--- config.mk ---
export PLATFORM = sky130hd
export DESIGN_NAME = fpx_sticky_flags
export DESIGN_NICKNAME = d
export VERILOG_FILES = /design/src/rtl/fpx_pkg.sv /design/src/rtl/fpx_port_qual.sv /design/src/rtl/fpx_flag_merge.sv /design/src/rtl/fpx_flag_reg.sv /design/src/rtl/fpx_sticky_flags.sv
export SDC_FILE = /design/constraint.sdc
export NUM_CORES = 1
export LEC_CHECK = 0
export CELL_PAD_IN_SITES_DETAIL_PLACEMENT = 2
export CELL_PAD_IN_SITES_GLOBAL_PLACEMENT = 2
export CORE_UTILIZATION = 13
export CTS_BUF_LIST = sky130_fd_sc_hd__clkbuf_8
export DETAILED_ROUTE_END_ITERATION = 8
export PLACE_DENSITY = 0.76
export SLEW_MARGIN = 20
export SYNTH_ARGS = -nofsm -noshare
export SYNTH_HDL_FRONTEND = slang
export SYNTH_SLANG_ARGS = --single-unit
--- constraint.sdc ---
create_clock -name clk -period 1.13 [get_ports clk]
set_clock_uncertainty 0.2 [all_clocks]
set_input_delay 0.226 -clock clk [delete_from_list [all_inputs] [get_ports clk]]
set_output_delay 0.226 -clock clk [all_outputs]
set_load 0.01 [all_outputs]
--- src/rtl/fpx_pkg.sv ---
package fpx_pkg;
  localparam int FLAG_W = 7;

  localparam int IDX_INVALID = 0;
  localparam int IDX_OVERFLOW = 1;
  localparam int IDX_UNDERFLOW = 2;
  localparam int IDX_DIV_ZERO = 3;
  localparam int IDX_INEXACT = 4;
  localparam int IDX_IN_FLUSH = 5;
  localparam int IDX_OUT_FLUSH = 6;

  typedef logic [FLAG_W-1:0] fpx_flags_t;

  // Flags a port contributes: all of them when qualified, none otherwise.
  function automatic fpx_flags_t gate_flags(input logic valid, input logic guard,
                                            input fpx_flags_t flags);
    return (valid && guard) ? flags : '0;
  endfunction

  // Next field: write value or held value, ORed with merged updates.
  function automatic fpx_flags_t next_field(input fpx_flags_t held, input logic wr_en,
                                            input fpx_flags_t wr_data,
                                            input fpx_flags_t merged);
    return (wr_en ? wr_data : held) | merged;
  endfunction
endpackage

--- src/rtl/fpx_port_qual.sv ---
module fpx_port_qual
  import fpx_pkg::*;
(
  input  logic       valid,
  input  logic       guard,
  input  fpx_flags_t flags,
  output logic       live,
  output fpx_flags_t qual_flags
);
  assign live = valid & guard;
  assign qual_flags = gate_flags(valid, guard, flags);
endmodule

--- src/rtl/fpx_flag_merge.sv ---
module fpx_flag_merge
  import fpx_pkg::*;
#(
  parameter int N_PORTS = 4
) (
  input  logic [N_PORTS*FLAG_W-1:0] qual_flags,
  output fpx_flags_t                merged
);
  always_comb begin
    merged = '0;
    for (int i = 0; i < N_PORTS; i++) begin
      merged = merged | qual_flags[i*FLAG_W +: FLAG_W];
    end
  end
endmodule

--- src/rtl/fpx_flag_reg.sv ---
module fpx_flag_reg
  import fpx_pkg::*;
(
  input  logic       clk,
  input  logic       rst_n,
  input  logic       wr_en,
  input  fpx_flags_t wr_data,
  input  fpx_flags_t merged,
  output fpx_flags_t flags_q
);
  fpx_flags_t flags_d;

  assign flags_d = next_field(flags_q, wr_en, wr_data, merged);

  always_ff @(posedge clk or negedge rst_n) begin
    if (!rst_n) flags_q <= '0;
    else        flags_q <= flags_d;
  end

  // Without a write, no held bit may drop.
  assert_sticky_R2: assert property (@(posedge clk) disable iff (!rst_n)
    !wr_en |=> ((flags_q & $past(flags_q)) == $past(flags_q)));

  // Idle cycle keeps the field.
  assert_idle_hold_R3: assert property (@(posedge clk) disable iff (!rst_n)
    (!wr_en && merged == '0) |=> $stable(flags_q));

  // A write sets every bit it carries.
  assert_write_sets_R7: assert property (@(posedge clk) disable iff (!rst_n)
    wr_en |=> ((flags_q & $past(wr_data)) == $past(wr_data)));

  // During a write, bits outside the written value come only from updates.
  assert_write_merge_R8: assert property (@(posedge clk) disable iff (!rst_n)
    wr_en |=> ((flags_q & ~$past(wr_data)) == ($past(merged) & ~$past(wr_data))));
endmodule

--- src/rtl/fpx_sticky_flags.sv ---
module fpx_sticky_flags
  import fpx_pkg::*;
#(
  parameter int N_PORTS = 4
) (
  input  logic                      clk,
  input  logic                      rst_n,
  input  logic [N_PORTS-1:0]        upd_valid,
  input  logic [N_PORTS-1:0]        upd_guard,
  input  logic [N_PORTS*FLAG_W-1:0] upd_flags,
  input  logic                      sw_wr_en,
  input  logic [FLAG_W-1:0]         sw_wr_data,
  output logic [FLAG_W-1:0]         flags_q
);
  localparam int BUS_W = N_PORTS * FLAG_W;

  logic [N_PORTS-1:0] port_live;
  logic [BUS_W-1:0]   port_qual;
  fpx_flags_t         merged_upd;
  fpx_flags_t         held;

  for (genvar gi = 0; gi < N_PORTS; gi++) begin : g_port
    fpx_port_qual u_qual (
      .valid      (upd_valid[gi]),
      .guard      (upd_guard[gi]),
      .flags      (upd_flags[gi*FLAG_W +: FLAG_W]),
      .live       (port_live[gi]),
      .qual_flags (port_qual[gi*FLAG_W +: FLAG_W])
    );

    // Every qualified port's vector appears in the field after the edge.
    assert_port_merge_R6: assert property (@(posedge clk) disable iff (!rst_n)
      port_live[gi] |=> ((flags_q & $past(upd_flags[gi*FLAG_W +: FLAG_W]))
                         == $past(upd_flags[gi*FLAG_W +: FLAG_W])));
  end

  fpx_flag_merge #(.N_PORTS(N_PORTS)) u_merge (
    .qual_flags (port_qual),
    .merged     (merged_upd)
  );

  fpx_flag_reg u_reg (
    .clk     (clk),
    .rst_n   (rst_n),
    .wr_en   (sw_wr_en),
    .wr_data (sw_wr_data),
    .merged  (merged_upd),
    .flags_q (held)
  );

  assign flags_q = held;

  // Disqualified ports (guard or strobe low) must not move the field.
  assert_dropped_updates_R4: assert property (@(posedge clk) disable iff (!rst_n)
    (((upd_valid & upd_guard) == '0) && !sw_wr_en) |=> $stable(flags_q));

  // The merged update carries nothing when no port is live.
  assert_no_live_no_merge_R5: assert property (@(posedge clk) disable iff (!rst_n)
    (port_live == '0) |-> (merged_upd == '0));
endmodule

== Word-level counts from Yosys, hierarchy flattened ==
Cells that the tools add are included.

* Register bits: 7
* Input port bits: 46

* Muxes and demuxes: 5
* Bitwise operators: 4
* Reduce and logical (&&, ||, !) cells: 4

{| class="wikitable"
|+ Operator list
! kind !! number
|-
| $mux 7 || 5
|-
| $or 7x7->7 || 4
|-
| $logic_and 1x1->1 || 4
|}

== Longest topological paths before layout ==
* Word-level depth: 6
* Gate-level depth with buffers: 4
* Gate-level depth less buffers: 3

== Modules after synthesis ==
A second synthesis with hierarchy kept.

* Cell total of the unflattened synthesis: 61
* Area, all modules: 561.8 µm²

{| class="wikitable"
|+ By module, submodules not included
! module !! instances !! cells an instance !! area an instance (µm²)
|-
| fpx_flag_reg || 1 || 22 || 304.0
|-
| fpx_port_qual || 4 || 8 || 51.3
|-
| fpx_flag_merge || 1 || 7 || 52.6
|}

== Worst setup path after synthesis ==
OpenSTA, ideal clock, no wires.

* Path kind: flip-flop to flip-flop
* From: reg u_reg.flags_q[0]
* To: reg u_reg.flags_q[0]
* Setup time: 0.126 ns
* Data arrival time: 0.878 ns
* Required time: 0.804 ns
* Path slack: -0.074 ns
* Stages on the path, launching flop included: 4
* Path buffers: 0
* Period minus slack after synthesis: 1.204 ns
* Cells stage by stage: dfrtp_1 mux2_4 a221oi_2 nand2_1

* Word-level cells in the longest chain between the ends: 2

{| class="wikitable"
|+ RTL lines
! element !! line !! text
|-
| start, declared || fpx_flag_reg.sv:9 || <nowiki>output fpx_flags_t flags_q</nowiki>
|-
| start signal, assigned || fpx_flag_reg.sv:17 || <nowiki>else flags_q <= flags_d;</nowiki>
|-
| $mux 7 || fpx_pkg.sv:24 || <nowiki>return (wr_en ? wr_data : held) | merged;</nowiki>
|-
| $or 7x7->7 || fpx_pkg.sv:24 ||
|-
| net u_reg.flags_d[0] || fpx_flag_reg.sv:11 || <nowiki>fpx_flags_t flags_d;</nowiki>
|}

The timed path passes the listed nets, and every way through them passes these cells.

== Final worst setup path ==
* From: in sw_wr_data[3]
* To: reg u_reg.flags_q[3]

* Word-level cells in the longest chain between the ends: 2

{| class="wikitable"
|+ RTL lines
! element !! line !! text
|-
| start, declared || fpx_sticky_flags.sv:12 || <nowiki>input logic [FLAG_W-1:0] sw_wr_data,</nowiki>
|-
| $mux 7 || fpx_pkg.sv:24 ||
|-
| $or 7x7->7 || fpx_pkg.sv:24 ||
|-
| net u_reg.flags_d[3] || fpx_flag_reg.sv:11 ||
|}

The timed path passes the listed nets, and every way through them passes these cells.

==> out/results.ini <==
[outcome]
status = finished, violations left
violations = negative setup slack

[worst_setup_path]
crit_fanout = 1
worstSetupEndpointType = flop
worstSetupPathType = in2reg
cp_num_buf_inv = 1
critPathTopFamily = buffers and inverters
worst_setup_path_start_kind = input port
worstPathArrival_ns = 1.17
critPathMaxStageDelay_ns = 0.40
slowest_stage = clkdlybuf4s50_1
path_cells = clkdlybuf4s50_1, mux2_4, a221oi_4, nand2_1
cp.required_ns = 1.04

[timing]
fmax_mhz = 794.0
final-hold-violation-count = 0
finalWorstSetupSlack_ns = -0.1295
fin_crit_ns = 1.260
post-route-period-util_pct = 111.5
setup_violations = 13
rsz0062_at_grt = true
relSlewSlack_pct = 78.91
maxSlewViolCount = 0
fin_tns_setup_ns = -1.059
tightest_slew_ns = 0.3154

[clocking]
cts.clk_slew.worst_paths_ns = 0.04
root_buffer = clkbuf_8
clock_latency_ns = 0.23
cts_setup_buffers = 0
cts_made_buffers = 3
cts_tree = yes
cts_buffer_depth = 2
cts_sinks = 7
postCtsHoldBufs = 0
htreeDepth = 1

[yosys]
ys_ff_latch = 7
netlist_instances = 44
synth_top_area_share_pct = 34.57
yosysTopAreaCell = dfrtp_1
syn_area_um2 = 506.7
yosysUniqueCellTypes = 13
synth_nets = 90
synth_area_leaders = dfrtp_1 (35%), a221oi_2 (18%), mux2_4 (18%)
synth.avg_cell_area_um2 = 11.52
ys_warn_count = 0
ys_seq_area_share_pct = 34.57

[die]
io_pins = 53
dieWidth_um = 64.44
rows = 22
initial_core_util_pct = 13.74
dieHeight_um = 64.44
core_area_mm2 = 0.003689
dieArea_mm2 = 0.004152

[detailed_routing]
first_iter_violations = 13
wl_um = 2282
vias = 588
ant_nets = 0
viasPerCell = 4.083
drtPass1Iterations = 3
drc = 0
routedWlPerCell_um = 15.85

[final_layout]
layout-drive-gt1-share_pct = 35.42
fin_nets = 143
largestRegisters = u_reg.flags_q: 7 flops
fillers = 417
syn2layout_area_growth_pct = 132.3
diodes = 0
largest_reg_flops = 7
top_register = u_reg.flags_q

[global_route]
grt_pass1_wl_um = 3249
grt_pass1_vias = 691
grt_max_degree = 8
grt_usage_pct = 11.12
grt_overflow = 0
antenna_found_initial = 0

[power]
power.total_w = 0.001010
leakagePower_nw = 0.5094
p_per_area_mw_per_mm2 = 857.6
irDropWorstVdd_v = 0.0002392

[placement]
io_buffers = 52
place_congestion = 0.6464
hpwl_um = 1839

[hold_path]
hold_class = in2async

[run]
max_cap_viol_count = 0

## cell type report
cell class	instances	area (um^2)	share of cell area (%)
Timing Repair Buffer	53	515.5	43.78
Multi-Input combinational cell	32	381.6	32.41
Sequential cell	7	175.2	14.88
Tap cell	48	60.06	5.101
Clock buffer	3	41.29	3.507
Clock inverter	1	3.754	0.3188
## power by group
part / internal (W) / switching [W] / total, W / leakage [nW]
logic: 0.000235 / 0.000135 / 0.000370 / 0.412
clock network: 0.000235 / 0.000113 / 0.000348 / 0.0269
registers: 0.000276 / 0.0000155 / 0.000291 / 0.0702
total: 0.000746 / 0.000264 / 0.00101 / 0.509
## Yosys cell counts (all sizes together)
master  instances
a221oi          6
and2            4
clkbuf          3
mux2i           1
dfrtp           7
mux2            6
buf             2
nand3           1
nand2           6
a22oi           8
## logic make-up (layout without fill, tap and decap cells)
family	count (synthesis)	after routing	share of synthesized area, %
compound gates	14	14	29.63
buf+inv	5	57	5.678
flops	7	7	34.57
mux	7	7	19.75
simple gates	11	11	10.37
## per-stage QoR
stage,util [%],instance area (um^2),instances,worst slack (ns),hold WS [ns]
after detailed placement,29.24,1079,140,-0.6892,0.3069
final,31.92,1177,144,-0.1295,0.05316
after global placement,29.24,1079,140,-0.6635,0.3079
after global routing,31.92,1177,144,-0.1978,0.06301
after CTS,30.33,1119,144,-0.1442,0.05903
after floorplan,-,509.2,44,-0.07422,-0.2696
## timing repair
item | CTS | global route
pin swaps | 11 | 8
hold endpoints to repair | 0 | 0
cloned | 0 | 0
resized for setup | 47 | 15
setup endpoints to repair | 14 | 14
## cells in the final DEF (no fill, tap or decap)
cell type        count
mux2i_1              1
dlygate4sd2_1        6
clkdlybuf4s50_1     31
clkbuf_8             3
a22oi_2              7
buf_12               1
mux2_4               6
clkdlybuf4s15_1      1
inv_1                1
dfrtp_1              7
buf_2                7
and2_4               4
nand2_1              6
nand3_1              1
a22oi_1              1
a221oi_2             3
dlymetal6s2s_1       7
a221oi_4             3
## final timing paths
| kind | start | endpoint | slack [ns] | cells after the start |
|---|---|---|---|---|
| min | rst_n | u_reg.flags_q[0] | 0.05 | 1 |
| max | sw_wr_data[3] | u_reg.flags_q[3] | -0.13 | 4 |
| min reg2reg | u_reg.flags_q[5] | u_reg.flags_q[5] | 0.35 | 2 |
| max in group asynchronous | rst_n | u_reg.flags_q[5] | 0.44 | 1 |
| min in group clk | sw_wr_data[1] | u_reg.flags_q[1] | 0.16 | 4 |
| max reg2reg | u_reg.flags_q[3] | u_reg.flags_q[3] | -0.13 | 3 |
## metal layers
metal  wire (um)  global-route usage [%]  share of wire (%)  up-vias
met2        1192                   20.00                 52       40
met4          36                   5.000                1.6        0
li1            -                       -                  -      274
met5           0                       0                  0        -
met3         198                   4.401                8.7        3
met1         854                   11.21                 37      271
Note: power is estimated with default switching activity, not from simulation.
